File: src/rtl/ddr_seq_pkg.sv
package ddr_seq_pkg;

  localparam int BEAT_W    = 3;
  localparam int BEATS_MAX = 1 << BEAT_W;

  typedef enum logic [1:0] {CMD_NOP, CMD_ACT, CMD_COL} cmdSel_e;
  typedef enum logic [1:0] {WP_IDLE, WP_PRE, WP_DATA, WP_POST} wrPhase_e;

  // strobes from control to datapath, evaluated in the cycle before the edge
  typedef struct packed {
    cmdSel_e                cmd;
    logic                   loadReq;
    wrPhase_e               wrPhase;
    logic [BEAT_W-2:0]      wrPair;
    logic                   capRise;
    logic                   capFall;
    logic [BEAT_W-1:0]      riseBeat;
    logic [BEAT_W-1:0]      fallBeat;
  } seqStrobe_t;

  function automatic logic [BEAT_W:0] burstBeats(input logic [1:0] code);
    case (code)
      2'd0:    return (BEAT_W+1)'(2);
      2'd1:    return (BEAT_W+1)'(4);
      default: return (BEAT_W+1)'(8);
    endcase
  endfunction

  // CAS latency expressed in half clocks
  function automatic logic [2:0] casHalves(input logic [1:0] code);
    case (code)
      2'd0:    return 3'd4;
      2'd1:    return 3'd5;
      default: return 3'd6;
    endcase
  endfunction

  function automatic logic [BEAT_W-1:0] beatOffset(input logic [BEAT_W-1:0] startOff,
                                                   input logic [BEAT_W-1:0] beat,
                                                   input logic [BEAT_W:0]   beats,
                                                   input logic              interleave);
    logic [BEAT_W-1:0] mask;
    mask = beats[BEAT_W-1:0] - 1'b1;
    if (interleave) return (startOff ^ beat) & mask;
    return (startOff + beat) & mask;
  endfunction

endpackage

File: src/rtl/ddr_seq_ctrl.sv
module ddr_seq_ctrl
  import ddr_seq_pkg::*;
#(
  parameter int TRCD_W = 4
) (
  input  logic              clk,
  input  logic              rstN,
  input  logic              reqValid,
  output logic              reqReady,
  input  logic              reqWrite,
  input  logic [TRCD_W-1:0] cfgTrcd,
  input  logic [1:0]        cfgCasLat,
  input  logic [1:0]        cfgBurstLen,
  output seqStrobe_t        strobe
);

  localparam int PH_W = BEAT_W + 2;
  localparam int SI_W = PH_W + 2;

  typedef enum logic [1:0] {S_IDLE, S_WAIT, S_WR, S_RD} state_e;

  state_e              state, nextState;
  logic [TRCD_W-1:0]   waitCnt;
  logic [PH_W-1:0]     phaseCnt;
  logic                isWrite;
  logic [BEAT_W:0]     beats;
  logic [2:0]          casH;

  logic signed [SI_W-1:0] riseIdx, fallIdx, beatsS, lastIdx;
  logic [PH_W-1:0]        halfBeats;
  logic [PH_W-1:0]        pairIdx;

  always_comb begin
    riseIdx   = $signed({1'b0, phaseCnt, 1'b0}) - $signed(SI_W'(2))
              - $signed({{(SI_W-3){1'b0}}, casH});
    fallIdx   = riseIdx + $signed(SI_W'(1));
    beatsS    = $signed({{(SI_W-BEAT_W-1){1'b0}}, beats});
    lastIdx   = beatsS - $signed(SI_W'(1));
    halfBeats = {{(PH_W-BEAT_W){1'b0}}, beats[BEAT_W:1]};
    pairIdx   = phaseCnt - 1'b1;

    strobe         = '0;
    strobe.cmd     = CMD_NOP;
    strobe.wrPhase = WP_IDLE;
    nextState      = state;
    reqReady       = 1'b0;

    case (state)
      S_IDLE: begin
        reqReady = 1'b1;
        if (reqValid) begin
          strobe.cmd     = CMD_ACT;
          strobe.loadReq = 1'b1;
          nextState      = S_WAIT;
        end
      end
      S_WAIT: begin
        if (waitCnt == '0) begin
          strobe.cmd = CMD_COL;
          nextState  = isWrite ? S_WR : S_RD;
        end
      end
      S_WR: begin
        if (phaseCnt == '0) begin
          strobe.wrPhase = WP_PRE;
        end else if (phaseCnt <= halfBeats) begin
          strobe.wrPhase = WP_DATA;
          strobe.wrPair  = pairIdx[BEAT_W-2:0];
        end else begin
          strobe.wrPhase = WP_POST;
          nextState      = S_IDLE;
        end
      end
      default: begin
        strobe.capRise  = (riseIdx >= 0) && (riseIdx < beatsS);
        strobe.capFall  = (fallIdx >= 0) && (fallIdx < beatsS);
        strobe.riseBeat = riseIdx[BEAT_W-1:0];
        strobe.fallBeat = fallIdx[BEAT_W-1:0];
        if ((strobe.capRise && riseIdx == lastIdx) ||
            (strobe.capFall && fallIdx == lastIdx))
          nextState = S_IDLE;
      end
    endcase
  end

  always_ff @(posedge clk or negedge rstN) begin
    if (!rstN) begin
      state    <= S_IDLE;
      waitCnt  <= '0;
      phaseCnt <= '0;
      isWrite  <= 1'b0;
      beats    <= (BEAT_W+1)'(2);
      casH     <= 3'd4;
    end else begin
      state <= nextState;
      if (strobe.loadReq) begin
        isWrite <= reqWrite;
        beats   <= burstBeats(cfgBurstLen);
        casH    <= casHalves(cfgCasLat);
        waitCnt <= (cfgTrcd == '0) ? '0 : cfgTrcd - 1'b1;
      end else if (state == S_WAIT && waitCnt != '0) begin
        waitCnt <= waitCnt - 1'b1;
      end
      if (strobe.cmd == CMD_COL)
        phaseCnt <= '0;
      else if (state == S_WR || state == S_RD)
        phaseCnt <= phaseCnt + 1'b1;
    end
  end

endmodule

File: src/rtl/ddr_seq_dpath.sv
module ddr_seq_dpath
  import ddr_seq_pkg::*;
#(
  parameter int BA_W   = 2,
  parameter int ROW_W  = 12,
  parameter int COL_W  = 8,
  parameter int ADDR_W = 12,
  parameter int DQ_W   = 16
) (
  input  logic                      clk,
  input  logic                      rstN,
  input  seqStrobe_t                strobe,
  input  logic                      reqWrite,
  input  logic [BA_W-1:0]           reqBank,
  input  logic [ROW_W-1:0]          reqRow,
  input  logic [COL_W-1:0]          reqCol,
  input  logic [BEATS_MAX*DQ_W-1:0] reqWrData,
  input  logic [1:0]                cfgBurstLen,
  input  logic                      cfgInterleave,
  input  logic [DQ_W-1:0]           dqInRise,
  input  logic [DQ_W-1:0]           dqInFall,
  output logic                      memCsN,
  output logic                      memRasN,
  output logic                      memCasN,
  output logic                      memWeN,
  output logic [ADDR_W-1:0]         memAddr,
  output logic [BA_W-1:0]           memBank,
  output logic [DQ_W-1:0]           dqOutRise,
  output logic [DQ_W-1:0]           dqOutFall,
  output logic                      dqOe,
  output logic                      dqsOutRise,
  output logic                      dqsOutFall,
  output logic [1:0]                dqsOe,
  output logic                      rdRiseValid,
  output logic [DQ_W-1:0]           rdRiseData,
  output logic [COL_W-1:0]          rdRiseCol,
  output logic                      rdFallValid,
  output logic [DQ_W-1:0]           rdFallData,
  output logic [COL_W-1:0]          rdFallCol
);

  logic [BA_W-1:0]           bankQ;
  logic [COL_W-1:0]          colQ;
  logic [BEATS_MAX*DQ_W-1:0] dataQ;
  logic                      writeQ;
  logic [BEAT_W:0]           beatsQ;
  logic                      interQ;

  logic [BEAT_W-1:0] wrRiseOff, wrFallOff, rdRiseOff, rdFallOff;
  logic [COL_W-1:0]  blockBase;

  always_comb begin
    blockBase = colQ & ~{{(COL_W-BEAT_W){1'b0}}, beatsQ[BEAT_W-1:0] - 1'b1};
    wrRiseOff = beatOffset(colQ[BEAT_W-1:0], {strobe.wrPair, 1'b0}, beatsQ, interQ);
    wrFallOff = beatOffset(colQ[BEAT_W-1:0], {strobe.wrPair, 1'b1}, beatsQ, interQ);
    rdRiseOff = beatOffset(colQ[BEAT_W-1:0], strobe.riseBeat, beatsQ, interQ);
    rdFallOff = beatOffset(colQ[BEAT_W-1:0], strobe.fallBeat, beatsQ, interQ);
  end

  // request capture
  always_ff @(posedge clk or negedge rstN) begin
    if (!rstN) begin
      bankQ  <= '0;
      colQ   <= '0;
      dataQ  <= '0;
      writeQ <= 1'b0;
      beatsQ <= (BEAT_W+1)'(2);
      interQ <= 1'b0;
    end else if (strobe.loadReq) begin
      bankQ  <= reqBank;
      colQ   <= reqCol;
      dataQ  <= reqWrData;
      writeQ <= reqWrite;
      beatsQ <= burstBeats(cfgBurstLen);
      interQ <= cfgInterleave;
    end
  end

  // command and address pins
  always_ff @(posedge clk or negedge rstN) begin
    if (!rstN) begin
      {memCsN, memRasN, memCasN, memWeN} <= 4'b0111;
      memAddr <= '0;
      memBank <= '0;
    end else begin
      memAddr <= '0;
      memBank <= '0;
      case (strobe.cmd)
        CMD_ACT: begin
          {memCsN, memRasN, memCasN, memWeN} <= 4'b0011;
          memAddr[ROW_W-1:0] <= reqRow;
          memBank            <= reqBank;
        end
        CMD_COL: begin
          {memCsN, memRasN, memCasN, memWeN} <= {3'b010, ~writeQ};
          memAddr[COL_W-1:0] <= colQ;
          memBank            <= bankQ;
        end
        default: {memCsN, memRasN, memCasN, memWeN} <= 4'b0111;
      endcase
    end
  end

  // write lanes
  always_ff @(posedge clk or negedge rstN) begin
    if (!rstN) begin
      dqOutRise  <= '0;
      dqOutFall  <= '0;
      dqOe       <= 1'b0;
      dqsOutRise <= 1'b0;
      dqsOutFall <= 1'b0;
      dqsOe      <= 2'b00;
    end else begin
      dqOe       <= 1'b0;
      dqsOutRise <= 1'b0;
      dqsOutFall <= 1'b0;
      case (strobe.wrPhase)
        WP_PRE:  dqsOe <= 2'b11;
        WP_DATA: begin
          dqsOe      <= 2'b11;
          dqsOutRise <= 1'b1;
          dqOe       <= 1'b1;
          dqOutRise  <= dataQ[int'(wrRiseOff)*DQ_W +: DQ_W];
          dqOutFall  <= dataQ[int'(wrFallOff)*DQ_W +: DQ_W];
        end
        WP_POST: dqsOe <= 2'b01;
        default: dqsOe <= 2'b00;
      endcase
    end
  end

  // read capture
  always_ff @(posedge clk or negedge rstN) begin
    if (!rstN) begin
      rdRiseValid <= 1'b0;
      rdFallValid <= 1'b0;
      rdRiseData  <= '0;
      rdFallData  <= '0;
      rdRiseCol   <= '0;
      rdFallCol   <= '0;
    end else begin
      rdRiseValid <= strobe.capRise;
      rdFallValid <= strobe.capFall;
      if (strobe.capRise) begin
        rdRiseData <= dqInRise;
        rdRiseCol  <= blockBase | {{(COL_W-BEAT_W){1'b0}}, rdRiseOff};
      end
      if (strobe.capFall) begin
        rdFallData <= dqInFall;
        rdFallCol  <= blockBase | {{(COL_W-BEAT_W){1'b0}}, rdFallOff};
      end
    end
  end

endmodule

File: src/rtl/ddr_burst_seq.sv
module ddr_burst_seq
  import ddr_seq_pkg::*;
#(
  parameter int BA_W   = 2,
  parameter int ROW_W  = 12,
  parameter int COL_W  = 8,
  parameter int ADDR_W = 12,
  parameter int DQ_W   = 16,
  parameter int TRCD_W = 4
) (
  input  logic                      clk,
  input  logic                      rstN,
  input  logic                      reqValid,
  output logic                      reqReady,
  input  logic                      reqWrite,
  input  logic [BA_W-1:0]           reqBank,
  input  logic [ROW_W-1:0]          reqRow,
  input  logic [COL_W-1:0]          reqCol,
  input  logic [BEATS_MAX*DQ_W-1:0] reqWrData,
  input  logic [TRCD_W-1:0]         cfgTrcd,
  input  logic [1:0]                cfgCasLat,
  input  logic [1:0]                cfgBurstLen,
  input  logic                      cfgInterleave,
  output logic                      memCsN,
  output logic                      memRasN,
  output logic                      memCasN,
  output logic                      memWeN,
  output logic [ADDR_W-1:0]         memAddr,
  output logic [BA_W-1:0]           memBank,
  output logic [DQ_W-1:0]           dqOutRise,
  output logic [DQ_W-1:0]           dqOutFall,
  output logic                      dqOe,
  output logic                      dqsOutRise,
  output logic                      dqsOutFall,
  output logic [1:0]                dqsOe,
  input  logic [DQ_W-1:0]           dqInRise,
  input  logic [DQ_W-1:0]           dqInFall,
  output logic                      rdRiseValid,
  output logic [DQ_W-1:0]           rdRiseData,
  output logic [COL_W-1:0]          rdRiseCol,
  output logic                      rdFallValid,
  output logic [DQ_W-1:0]           rdFallData,
  output logic [COL_W-1:0]          rdFallCol
);

  seqStrobe_t strobe;

  ddr_seq_ctrl #(.TRCD_W(TRCD_W)) ctrl (
    .clk         (clk),
    .rstN        (rstN),
    .reqValid    (reqValid),
    .reqReady    (reqReady),
    .reqWrite    (reqWrite),
    .cfgTrcd     (cfgTrcd),
    .cfgCasLat   (cfgCasLat),
    .cfgBurstLen (cfgBurstLen),
    .strobe      (strobe)
  );

  ddr_seq_dpath #(
    .BA_W(BA_W), .ROW_W(ROW_W), .COL_W(COL_W), .ADDR_W(ADDR_W), .DQ_W(DQ_W)
  ) dpath (
    .clk           (clk),
    .rstN          (rstN),
    .strobe        (strobe),
    .reqWrite      (reqWrite),
    .reqBank       (reqBank),
    .reqRow        (reqRow),
    .reqCol        (reqCol),
    .reqWrData     (reqWrData),
    .cfgBurstLen   (cfgBurstLen),
    .cfgInterleave (cfgInterleave),
    .dqInRise      (dqInRise),
    .dqInFall      (dqInFall),
    .memCsN        (memCsN),
    .memRasN       (memRasN),
    .memCasN       (memCasN),
    .memWeN        (memWeN),
    .memAddr       (memAddr),
    .memBank       (memBank),
    .dqOutRise     (dqOutRise),
    .dqOutFall     (dqOutFall),
    .dqOe          (dqOe),
    .dqsOutRise    (dqsOutRise),
    .dqsOutFall    (dqsOutFall),
    .dqsOe         (dqsOe),
    .rdRiseValid   (rdRiseValid),
    .rdRiseData    (rdRiseData),
    .rdRiseCol     (rdRiseCol),
    .rdFallValid   (rdFallValid),
    .rdFallData    (rdFallData),
    .rdFallCol     (rdFallCol)
  );

endmodule

File: config.mk
export PLATFORM = sky130hd
export DESIGN_NAME = ddr_burst_seq
export DESIGN_NICKNAME = d
export VERILOG_FILES = /design/src/rtl/ddr_seq_pkg.sv /design/src/rtl/ddr_seq_ctrl.sv /design/src/rtl/ddr_seq_dpath.sv /design/src/rtl/ddr_burst_seq.sv
export SDC_FILE = /design/constraint.sdc
export NUM_CORES = 1
export LEC_CHECK = 0
export BUFFER_PORTS_ARGS = -buffer_cell sky130_fd_sc_hd__buf_2
export CORE_MARGIN = 1
export CORE_UTILIZATION = 26
export CTS_BUF_LIST = sky130_fd_sc_hd__clkbuf_16
export CTS_CLUSTER_DIAMETER = 100
export DETAILED_ROUTE_END_ITERATION = 8
export HOLD_SLACK_MARGIN = 0.15
export PLACE_DENSITY = 0.53
export SETUP_SLACK_MARGIN = 0.2
export SLEW_MARGIN = 15
export SYNTH_ARGS = -nofsm -noshare
export SYNTH_HDL_FRONTEND = slang
export SYNTH_HIERARCHICAL = 1
export SYNTH_SLANG_ARGS = --single-unit
File: constraint.sdc
create_clock -name clk -period 7.8 [get_ports clk]
set_input_delay 0.39 -clock clk [delete_from_list [all_inputs] [get_ports clk]]
set_output_delay 0.39 -clock clk [all_outputs]
set_load 0.05 [all_outputs]
======== Word level (Yosys, flattened, before mapping) ========
Cells that the tools add are included.
word-level totals
  register bits ........................... 260
  memories kept ........................... 0
  bits in latches ......................... 0
  word-level logic and storage cells ...... 140
  output and inout bits ................... 106
  input port bits ......................... 195
  memory bits (read-only) ................. 0
  memory bits (writable) .................. 0
operators by class
  div/mod/pow operators ................... 0
  add/subtract/negate cells ............... 13
  bitwise gates (word level) .............. 17
  reduce and logical (&&, ||, !) cells .... 20
  multipliers ............................. 0
  mux-type cells .......................... 42
  order comparisons ....................... 5
  shift-type cells ........................ 2
  equal/unequal tests ..................... 16
operator list
  operator                                                            number
  indexed part select 128 x 8 -> 16 bit                               2
  AND 3 bit                                                           8
  2-to-1 mux 3 bit                                                    8
  2-to-1 mux 2 bit                                                    10
  2-to-1 mux 4 bit                                                    5
  bitwise OR 8 x 3 -> 8 bit                                           2
  one-hot mux 2 bit (2 select lines)                                  4
  one-hot mux 8 bit (2 select lines)                                  1
  == test 7 x 5 -> 1 bit                                              2
  greater-or-equal comparator 7 x 1 -> 1 bit (second input constant)  2
  less-than comparator 7 x 5 -> 1 bit                                 2
  adder 3 bit                                                         4
  bitwise XOR 3 bit                                                   4
  == test 2 x 1 -> 1 bit (second input constant)                      5
  == test 2 bit (second input constant)                               5
  2-to-1 mux 5 bit                                                    2
  2-to-1 mux 1 bit                                                    9
  AND 8 bit                                                           1
  logical NOT 4 bit                                                   2
  2-to-1 mux 8 bit                                                    1
  inverter 3 -> 8 bit                                                 1
  one-hot mux 4 bit (2 select lines)                                  1
  nonzero test 4 bit                                                  2
  subtractor 4 x 1 -> 4 bit (second input constant)                   2
  20 further kinds                                                    30

======== Logic depth before layout (Yosys ltp) ========
Gate-level depths: netlist of run 1.
  depth in word-level cells ............... 11
  mapped depth ............................ 17
  mapped depth without buffers ............ 17

======== By module ========
The synthesis of run 1 kept the hierarchy.
by module, submodules not included
  module         cells each  instances  area each (µm²)  seq. area each (µm²)
  ddr_seq_dpath  757         1          11,240.8         6,110.9
  ddr_seq_ctrl   205         1          1,803.0          426.7

======== Worst setup path before layout of run 1 ========
No wires, ideal clock.
  kind .................................... reg2reg
  start point ............................. register ctrl.phaseCnt[0]
  end point ............................... register dpath.rdFallData[10]
  period minus slack after synthesis ...... 3.896 ns
  setup time .............................. 0.125 ns
  required time ........................... 7.675 ns
  stages on the path, launching flop included .. 17
  slack ................................... 3.904 ns
  arrival time ............................ 3.771 ns
  path buffers ............................ 2
  path through ............................ dfrtp_1 inv_1 ha_1 inv_1 ha_1 fa_1 xnor2_2 inv_4 xnor2_1 ha_1 a21oi_1 nand2_1 a221oi_4 and2_1 clkbuf_1 buf_1 mux2_2
RTL lines
  what                    RTL line              source
  start, declared         ddr_seq_ctrl.sv:24    logic [PH_W-1:0] phaseCnt;
  start signal, assigned  ddr_seq_ctrl.sv:107   phaseCnt <= phaseCnt + 1'b1;
  end signal, assigned    ddr_seq_dpath.sv:149  rdFallData <= dqInFall;
  end, declared           ddr_seq_dpath.sv:38   output logic [DQ_W-1:0] rdFallData,

======== Worst setup path in the final report of run 1 ========
  start point ............................. register ctrl.phaseCnt[0]
  end point ............................... register ctrl.state[1]
on the way
  word-level cells in the longest chain between the ends .. 9
  elaborated cells between the ends (all ways) .. 20
  those cells by class .................... add/sub (3); order compare (5); eq/ne (4); reduce/logical (8)
RTL lines
  what                                                                                               RTL line            source
  subtractor 6 x 2 -> 7 bit                                                                          ddr_seq_ctrl.sv:34  riseIdx = $signed({1'b0, phaseCnt, 1'b0}) - $signed(SI_W'(2))
  subtractor 7 x 4 -> 7 bit                                                                          ddr_seq_ctrl.sv:35  - $signed({{(SI_W-3){1'b0}}, casH});
  adder 7 x 2 -> 7 bit                                                                               ddr_seq_ctrl.sv:36  fallIdx = riseIdx + $signed(SI_W'(1));
  greater-or-equal comparator 7 x 1 -> 1 bit or less-than comparator 7 x 5 -> 1 bit (tied branches)  ddr_seq_ctrl.sv:76  strobe.capFall = (fallIdx >= 0) && (fallIdx < beatsS);
  logical AND 1 bit                                                                                  ddr_seq_ctrl.sv:76
  logical AND 1 bit                                                                                  ddr_seq_ctrl.sv:80  (strobe.capFall && fallIdx == lastIdx))
  logical OR 1 bit                                                                                   ddr_seq_ctrl.sv:79  if ((strobe.capRise && riseIdx == lastIdx) ||
  nonzero test 4 bit (no line)                                                                       n/a
  AND reduction 5 bit (no line) *                                                                    n/a
  end signal, assigned                                                                               ddr_seq_ctrl.sv:95  state <= nextState;
  end, declared                                                                                      ddr_seq_ctrl.sv:22  state_e state, nextState;
Every way passes the cells marked *; elsewhere a longest branch is shown, timed or not.
A chain may end at the register's enable or synchronous reset.

==> summary.md, run 1 <==
| Metric | Value |
|---|---|
| Status | finished, final reports clean |
| Drt wl/cell | 18.1 um |
| Number of global-route vias before repair | 10200 |
| Fin. Hold Viols | 0 |
| CTS max path bufs | 3 |
| Total GRT Usage | 15.1% |
| Rel. slew slack | between 30% and 40% |
| Met3 usage | 2.95% |
| Number of flops mapped to enable cells by yosys | 0 |
| Final net count | 1665 |
| Max stage delay on crit path | 760 ps |
| Crit-path cells | inv_1, ha_1, inv_1, ha_1, fa_1, ha_1, nor2b_1, o21a_1, nor3_1, ha_1, nand2_1, nor3_1, nand2_1, o31ai_1, a2111oi_1, a311o_1 |
| Worst Setup End Kind | flip-flop |
| Number of max-cap violations | 0 |
| Finished Core Util | between 30 and 40% |
| VDD IR max | 0.000324 V |
| Yosys warnings | 6 |
| Clk sink count | 261 |
| Total wire length | between 30000 and 40000 um |
| Crit path depth | 16 |
| Fillers | a little under 5000 |
| WP data required | 8210 ps |
| Min cycle time layout | 4160 ps |
| RSZ-0062 raised after global routing | false |
| Highest-delay cell along the critical path | fa_1 |
| Core outline area | 49300 sq um |
| Top FF cell, synth | dfrtp_1 |
| Hold Crit Depth | 3 |
| Final ANT Viol Nets | 0 |
| Period utilization | 53.3% |
| Antenna violations before repair | 1 |
| Vias per cell | 4.53 |
| Fraction of registers with async set/reset | 100% |
| Busiest grt layer | met2 |
| Clock buffers created by TritonCTS | 34 |
| Hold Crit Class | in -> reg |
| Row cnt | 81 |
| Setup TNS Final | 0 ps |
| Syn Area/Cell | 13.6 sq um |
| Worst setup path category | reg -> reg |
| Die width | approximately 230 um |
| Startpoint Class | flip-flop |
| Met2 Track Usage GR | 26.1% |
| Starting Density | 26.5% |
| Port bufs | between 200 and 300 |
| # setup viols final | 0 |
| Top cell type's share of synthesized area | 49.1% |
| Layout Area Growth over Synthesis | 39.3% |
| Clock root buffer | clkbuf_16 |
| Residual DRC | 0 |
| First-pass GRT wire length | 59200 um |
| Clk_lat worst skew | 530 ps |
| Most common cell after layout, fill and taps aside | buf_2 |
| DR pass1 iterations | 5 |
| Cell mode on critical path | ha_1 |
| Fmax | 241 MHz |
| PD cells | 478 nW/um^2 |
| Pins Over Slew Limit | 0 |
| DRT iter0 DRCs | 438 |
| Seq cells post-synth | 261 |
| CP arrival | 4560 ps |
| Worst-margin pin slew | about 1000 ps |
| R2R depth | 16 |
| Post-DP HPWL | 25800 um |
| Met1 Track Usage GR | 18.8% |
| Vias | a little under 10000 |
| Sequential-to-total area share from yosys stat | ~50% |
| Cell family with most CP delay | adder cells |
| IO Pins | 301 |
| Clk pin slew, worst setup/hold paths | 60 ps |
| Layout cells sized above 1 | 42.4% |
| Min Hold Slack | 208 ps |
| GRT overflow | 0 |
| Most area-consuming cells after synthesis | dfrtp_1, mux2_2, mux4_2 |
| Crit path buf inv count | 2 |
| Most frequent cells in the layout | buf_2, dfrtp_1, dlygate4sd3_1 |
| Post-Route Skew | ~24 ps |
| Cell taking the most area after synthesis | dfrtp_1 |
| GP Congestion | 0.844 |
| Leakage | 8.17 nW |
| Syn Inst Count | around 960 |
| Synth unique cells | 67 |
| Die H | 226 um |
| H-tree lvl count | 2 |
| DIE AREA | 51100 sq um |
| Post-Syn Area | 13000 sq um |
| TritonCTS clock tree | built |
| Worst Path Max Fanout | 11 |
| Largest net degree at the start of global routing | 123 |
layout make-up:
cell class	instances	area (sq um)	area share, %
Antenna cell	1	2.50	0.0138
Clock buffer	37	926	5.09
Clock inverter	25	290	1.60
Inverter	33	134	0.737
Multi-Input combinational cell	608	6000	33.0
Sequential cell	261	6540	36.0
Tap cell	664	831	4.57
Timing Repair Buffer	495	3450	19.0
timing repair:
action	4_1_cts	5_1_grt
hold endpoints to repair	311	0
hold buffers	188	0
setup buffers	0	0
gates resized for setup	0	0
registers in the layout (all words and copies together) (netlist names), 2 cells and up:
name	flops
ctrl/phaseCnt	5
ctrl/beats	3
dpath/memBank	2
ctrl/waitCnt	4
dpath/dqsOe	2
ctrl/casH	2
dpath/dqOutRise	16
dpath/bankQ	2
dpath/beatsQ	2
dpath/rdFallData	16
ctrl/state	2
dpath/rdRiseData	16
dpath/colQ	8
dpath/rdFallCol	8
dpath/dataQ	128
dpath/rdRiseCol	8
dpath/dqOutFall	16
dpath/memAddr	12
final timing paths:
kind,slack (ps),startpoint,to
max,3640,ctrl/phaseCnt[0],ctrl/state[1]
min,210,cfgTrcd[3],ctrl/waitCnt[3]
max reg2reg,3640,ctrl/phaseCnt[0],ctrl/state[1]
min reg2reg,390,dpath/writeQ,dpath/memWeN
max in group asynchronous,5630,rstN,dpath/memAddr[10]
min in group asynchronous,570,rstN,dpath/dataQ[24]
worst register-to-register path: cells and delay by family, from the launching register on:
kind / cells / cell delay (ps)
AOI/OAI and AO/OA: 4 / 1010
adders and majority gates: 5 / 1770
buffers and inverters: 2 / 180
DFF: 1 / 390
and+or+nand+nor: 5 / 700
power breakdown:
group	switching [W]	internal (W)
Combinational	0.00260	0.00194
Sequential	0.000467	0.00199
Clock	0.000607	0.00108
logic make-up after synthesis:
family | share of synthesized area [%]
and+or+nand+nor | 6.09
adders and majority gates | 3.78
DFF | 50.1
muxes | 28.5
buffers and inverters | 3.98
AOI/OAI and AO/OA | 5.73
other | 0.0287
xor gates and xnor gates | 1.82
per-stage QoR:
step	cell area (sq um)	instances	setup WS, ps	power (W)
after global placement	15100	1873	3780	0.00692
after CTS	18200	2123	3670	0.00882
after global routing	18200	2124	3330	0.00925
after floorplan	13000	963	3900	0.00590
after detailed placement	15100	1873	3680	0.00700
final	18200	2124	3640	0.00869
cell usage after synthesis, types with 2 or more instances:
cell type / instances
a2111oi_0: 2
a211oi_1: 2
a21o_2: 2
a21oi_1: 33
a221oi_1: 2
a22oi_1: 10
a31oi_1: 18
a41oi_1: 2
and2_1: 15
and3_1: 2
buf_1: 5
buf_2: 21
buf_4: 11
buf_6: 9
clkbuf_1: 13
dfrtp_1: 256
dfstp_2: 5
fa_1: 4
ha_1: 33
inv_1: 31
inv_4: 2
mux2_2: 184
mux2i_1: 16
mux4_1: 10
mux4_2: 54
nand2_1: 53
nand2b_1: 2
nand3_1: 5
nand3b_1: 5
nor2_1: 63
nor2b_1: 6
nor3_1: 5
o21a_1: 3
o21ai_0: 22
or3_1: 5
xnor2_1: 13
xnor2_2: 3
xor2_1: 6
routing by layer:
metal | share of wire, % | wire (um)
met5 | 0 | 0
met3 | 5.4 | 2090
met2 | 50 | 19300
met1 | 42 | 16300
met4 | 2.2 | 841
Note: power is estimated with default switching activity, not from simulation.
==> run 2, diff against run 1 <==
--- a/config.mk
+++ b/config.mk
@@ -5,6 +5,7 @@
 export SDC_FILE = /design/constraint.sdc
 export NUM_CORES = 1
 export LEC_CHECK = 0
+export ABC_AREA = 1
 export BUFFER_PORTS_ARGS = -buffer_cell sky130_fd_sc_hd__buf_2
 export CORE_MARGIN = 1
 export CORE_UTILIZATION = 26
@@ -12,7 +13,7 @@
 export CTS_CLUSTER_DIAMETER = 100
 export DETAILED_ROUTE_END_ITERATION = 8
 export HOLD_SLACK_MARGIN = 0.15
-export PLACE_DENSITY = 0.53
+export PLACE_DENSITY = 0.55
 export SETUP_SLACK_MARGIN = 0.2
 export SLEW_MARGIN = 15
 export SYNTH_ARGS = -nofsm -noshare
==> constraint.sdc (replaced) <==
create_clock -name clk -period 3.65 [get_ports clk]
set_input_delay 0.1825 -clock clk [delete_from_list [all_inputs] [get_ports clk]]
set_output_delay 0.1825 -clock clk [all_outputs]
set_load 0.05 [all_outputs]
==> run 2 against run 1 <==
Against the previous run: global-route usage up 3.4 points; clock power up 83%; final area grew 6.7%; largest cell class unchanged; highest routed layer unchanged.
==> summary.md, run 2 <==
| Metric | Value |
|---|---|
| Status | finished, final reports clean |
| Worst Path Max Fanout | 6 (-5) |
| Setup TNS Final | 0 ps (unchanged) |
| Core outline area | 52600 sq um (+6.7%) |
| CP arrival | 3710 ps (-850 ps) |
| Period utilization | 90.6% (+37 points) |
| First-pass GRT wire length | 76600 um (+29%) |
| Area of the multi-input gates | 6110 sq um (+1.9%) |
| Number of flops mapped to enable cells by yosys | 0 (unchanged) |
| Port bufs | 298 (unchanged) |
| DIE AREA | 54100 sq um (+6.0%) |
| Largest net degree at the start of global routing | 244 (+98%) |
| Seq cells post-synth | 261 (unchanged) |
| Pins Over Slew Limit | 0 (unchanged) |
| Clock buffers created by TritonCTS | 34 (unchanged) |
| Final ANT Viol Nets | 0 (unchanged) |
| Final net count | 2476 (+49%) |
| Post-Syn Area | 13800 sq um (+6.0%) |
| Synth unique cells | 40 (-40%) |
| Syn Inst Count | 1777 (+85%) |
| Residual DRC | 0 (unchanged) |
| GRT overflow | 0 (unchanged) |
| Max reg flops | 128 (unchanged) |
| VDD IR max | 0.000589 V (+82%) |
| Worst-margin pin slew | 947 ps (-51.2 ps) |
| Finished Core Util | 36.9% (about the same) |
| PD cells | 1030 nW/um^2 (+120%) |
| Cell taking the most area after synthesis | dfrtp_1 |
| TritonCTS clock tree | built |
| Post-DP HPWL | 35000 um (+36%) |
| Worst Setup End Kind | flip-flop |
| Min cycle time layout | 3310 ps (-850 ps) |
| Startpoint Class | flip-flop |
| Clock root buffer | clkbuf_16 |
| RSZ-0062 raised after global routing | true |
| Fin. Hold Viols | 0 (unchanged) |
| Fillers | 5460 (+13%) |
| # setup viols final | 0 (unchanged) |
| Post-Route Skew | 28.0 ps (+4.45 ps) |
| Die width | 233 um (+2.9%) |
| Layout cells sized above 1 | 20.8% (-22 points) |
| Min Hold Slack | 260 ps (+52.7 ps) |
| Vias per cell | 4.55 (+0.35%) |
| Starting Density | 26.3% (-0.17 points) |
| Yosys warnings | 6 (unchanged) |
| Hold Crit Class | in -> async |
| Area occupied by registers | 6540 sq um (about the same) |
| Drt wl/cell | 17.0 um (-6.5%) |
| Top cell type's share of synthesized area | 46.3% (-2.8 points) |
| Most area-consuming cells after synthesis | dfrtp_1, nand2_1, o21ai_0 |
| Post-synth top cells | nand2_1, dfrtp_1, inv_1, o21ai_0, nand3_1 |
| Clk pin slew, worst setup/hold paths | 60 ps (about the same) |
| Antenna violations before repair | 0 (-1) |
| CTS max path bufs | 3 (unchanged) |
| Top FF cell, synth | dfrtp_1 |
| Vias | 13400 (+40%) |
| Number of max-cap violations | 0 (unchanged) |
| Most frequent cells in the layout | nand2_1, buf_2, dfrtp_1 |
| Total wire length | 50100 um (+30%) |
| Leakage | 9.72 nW (+19%) |
| WP data required | 4050 ps (-4160 ps) |
| Clk sink count | 261 (unchanged) |
| Sequential-to-total area share from yosys stat | 47.3% (-2.8 points) |
| Most numerous cell in the Yosys netlist | nand2_1 |
| Die H | 233 um (+2.9%) |
| Most common cell after layout, fill and taps aside | nand2_1 |
| Total GRT Usage | 18.5% (+3.4 points) |
| Clk_lat worst skew | 540 ps (about the same) |
| IO Pins | 301 (unchanged) |
| Row cnt | 84 (+3.7%) |
| Syn Area/Cell | 7.78 sq um (-43%) |
| Fmax | 302 MHz (+26%) |
| Fraction of registers with async set/reset | 100% (unchanged) |
| Dpl ws | 94.8 ps (-3580 ps) |
| Register bank with the most flops | dpath/dataQ |
| Number of global-route vias before repair | 13500 (+33%) |
| H-tree lvl count | 2 (unchanged) |
| DRT iter0 DRCs | 945 (+120%) |
| Worst setup path category | reg -> reg |
| DR pass1 iterations | 5 (unchanged) |
| Worst setup margin | 343 ps (-3300 ps) |
| Rel. slew slack | 36.9% (+3.4 points) |
| GP Congestion | 0.816 (-3.3%) |
| Layout Area Growth over Synthesis | 40.2% |
## run 2: changes by cell type in the layout (fill, tap and decap cells not counted), sizes merged, moves of 10 or more
| cell | previous run | this run |
|---|---|---|
| nand2 | 55 | 607 |
| inv | 41 | 243 |
| o21ai | 22 | 201 |
| mux2 | 184 | 37 |
| nand3 | 6 | 108 |
| o211ai | 1 | 67 |
| mux4 | 64 | 0 |
| buf | 307 | 337 |
| mux2i | 16 | 0 |
| a31oi | 18 | 3 |
| and2 | 15 | 0 |
| xnor2 | 16 | 3 |
| nor2 | 63 | 51 |
| a22oi | 10 | 0 |
## run 2: path summary, 6_finish.rpt
kind	startpoint	end	slack (ps)	cells past startpoint
max	ctrl/phaseCnt[0]	dpath/rdFallData[6]	340	17
min	rstN	dpath/rdFallCol[1]	260	2
max reg2reg	ctrl/phaseCnt[0]	dpath/rdFallData[6]	340	17
min reg2reg	dpath/writeQ	dpath/memWeN	420	1
max in group asynchronous	rstN	dpath/memWeN	2490	3
min in group clk	reqValid	ctrl/isWrite	290	4
## run 2: per-stage QoR
stage | instance area (sq um) | std cells | power, W
3_3_place_gp | 16100 | 2686 | 0.0160
4_1_cts | 19100 | 2941 | 0.0196
2_1_floorplan | 13800 | 1778 | 0.0125
6_report | 19400 | 2954 | 0.0200
5_1_grt | 19400 | 2952 | 0.0217
3_5_place_dp | 16100 | 2686 | 0.0161
## run 2: timing repair
action                                  4_1_cts  5_1_grt
endpoints found under the hold margin       276        0
endpoints found under the setup margin       19       51
resized for setup                             9       35
setup buffers                                 2       10
hold buffers                                196        0
pin swaps                                     4       11
cloned                                        1        1
## run 2: final cells by class
type | instances | share of cell area (%)
timing repair buffer | 534 | 20.5
multi-input combinational | 1178 | 31.5
tap | 688 | 4.44
inverter | 235 | 4.57
clock buffer | 35 | 4.52
sequential | 261 | 33.7
clock inverter | 21 | 0.639
antenna | 2 | 0.0258
## run 2: critical path, stage by stage (launching register included)
cell	delay [ps]
dfrtp_1	360
inv_2	60
ha_4	260
inv_2	40
ha_4	150
fa_2	580
buf_6	140
nand2_2	50
inv_2	80
nor2_4	50
ha_4	230
nand2_2	70
nand2_2	70
a21oi_4	140
nand3_2	110
nor2_4	260
clkbuf_16	220
mux2_4	290
## run 2: logic make-up (layout without fill, tap and decap cells)
group,after synthesis,after routing,share of synthesized area [%]
mux,37,37,3.01
flops,261,261,47.3
fa+ha+maj,37,37,3.57
compound gates,319,319,12.9
xor+xnor,4,4,0.389
buf+inv,339,825,9.91
other cells,1,4,0.0271
simple gates,779,779,22.9
## run 2: power by group
group	switching [W]	internal [W]
clock network	0.00129	0.00179
logic	0.00804	0.00381
registers	0.000816	0.00423
## run 2: per-layer routing
metal / GRT usage (%) / vias up / routed length [um]
met2: 30.7 / 301 / 24000
met3: 2.67 / 72 / 1950
met5: 0 / - / 0
met4: 5.15 / 0 / 1160
met1: 25.0 / 6498 / 23000
li1: - / 6571 / -
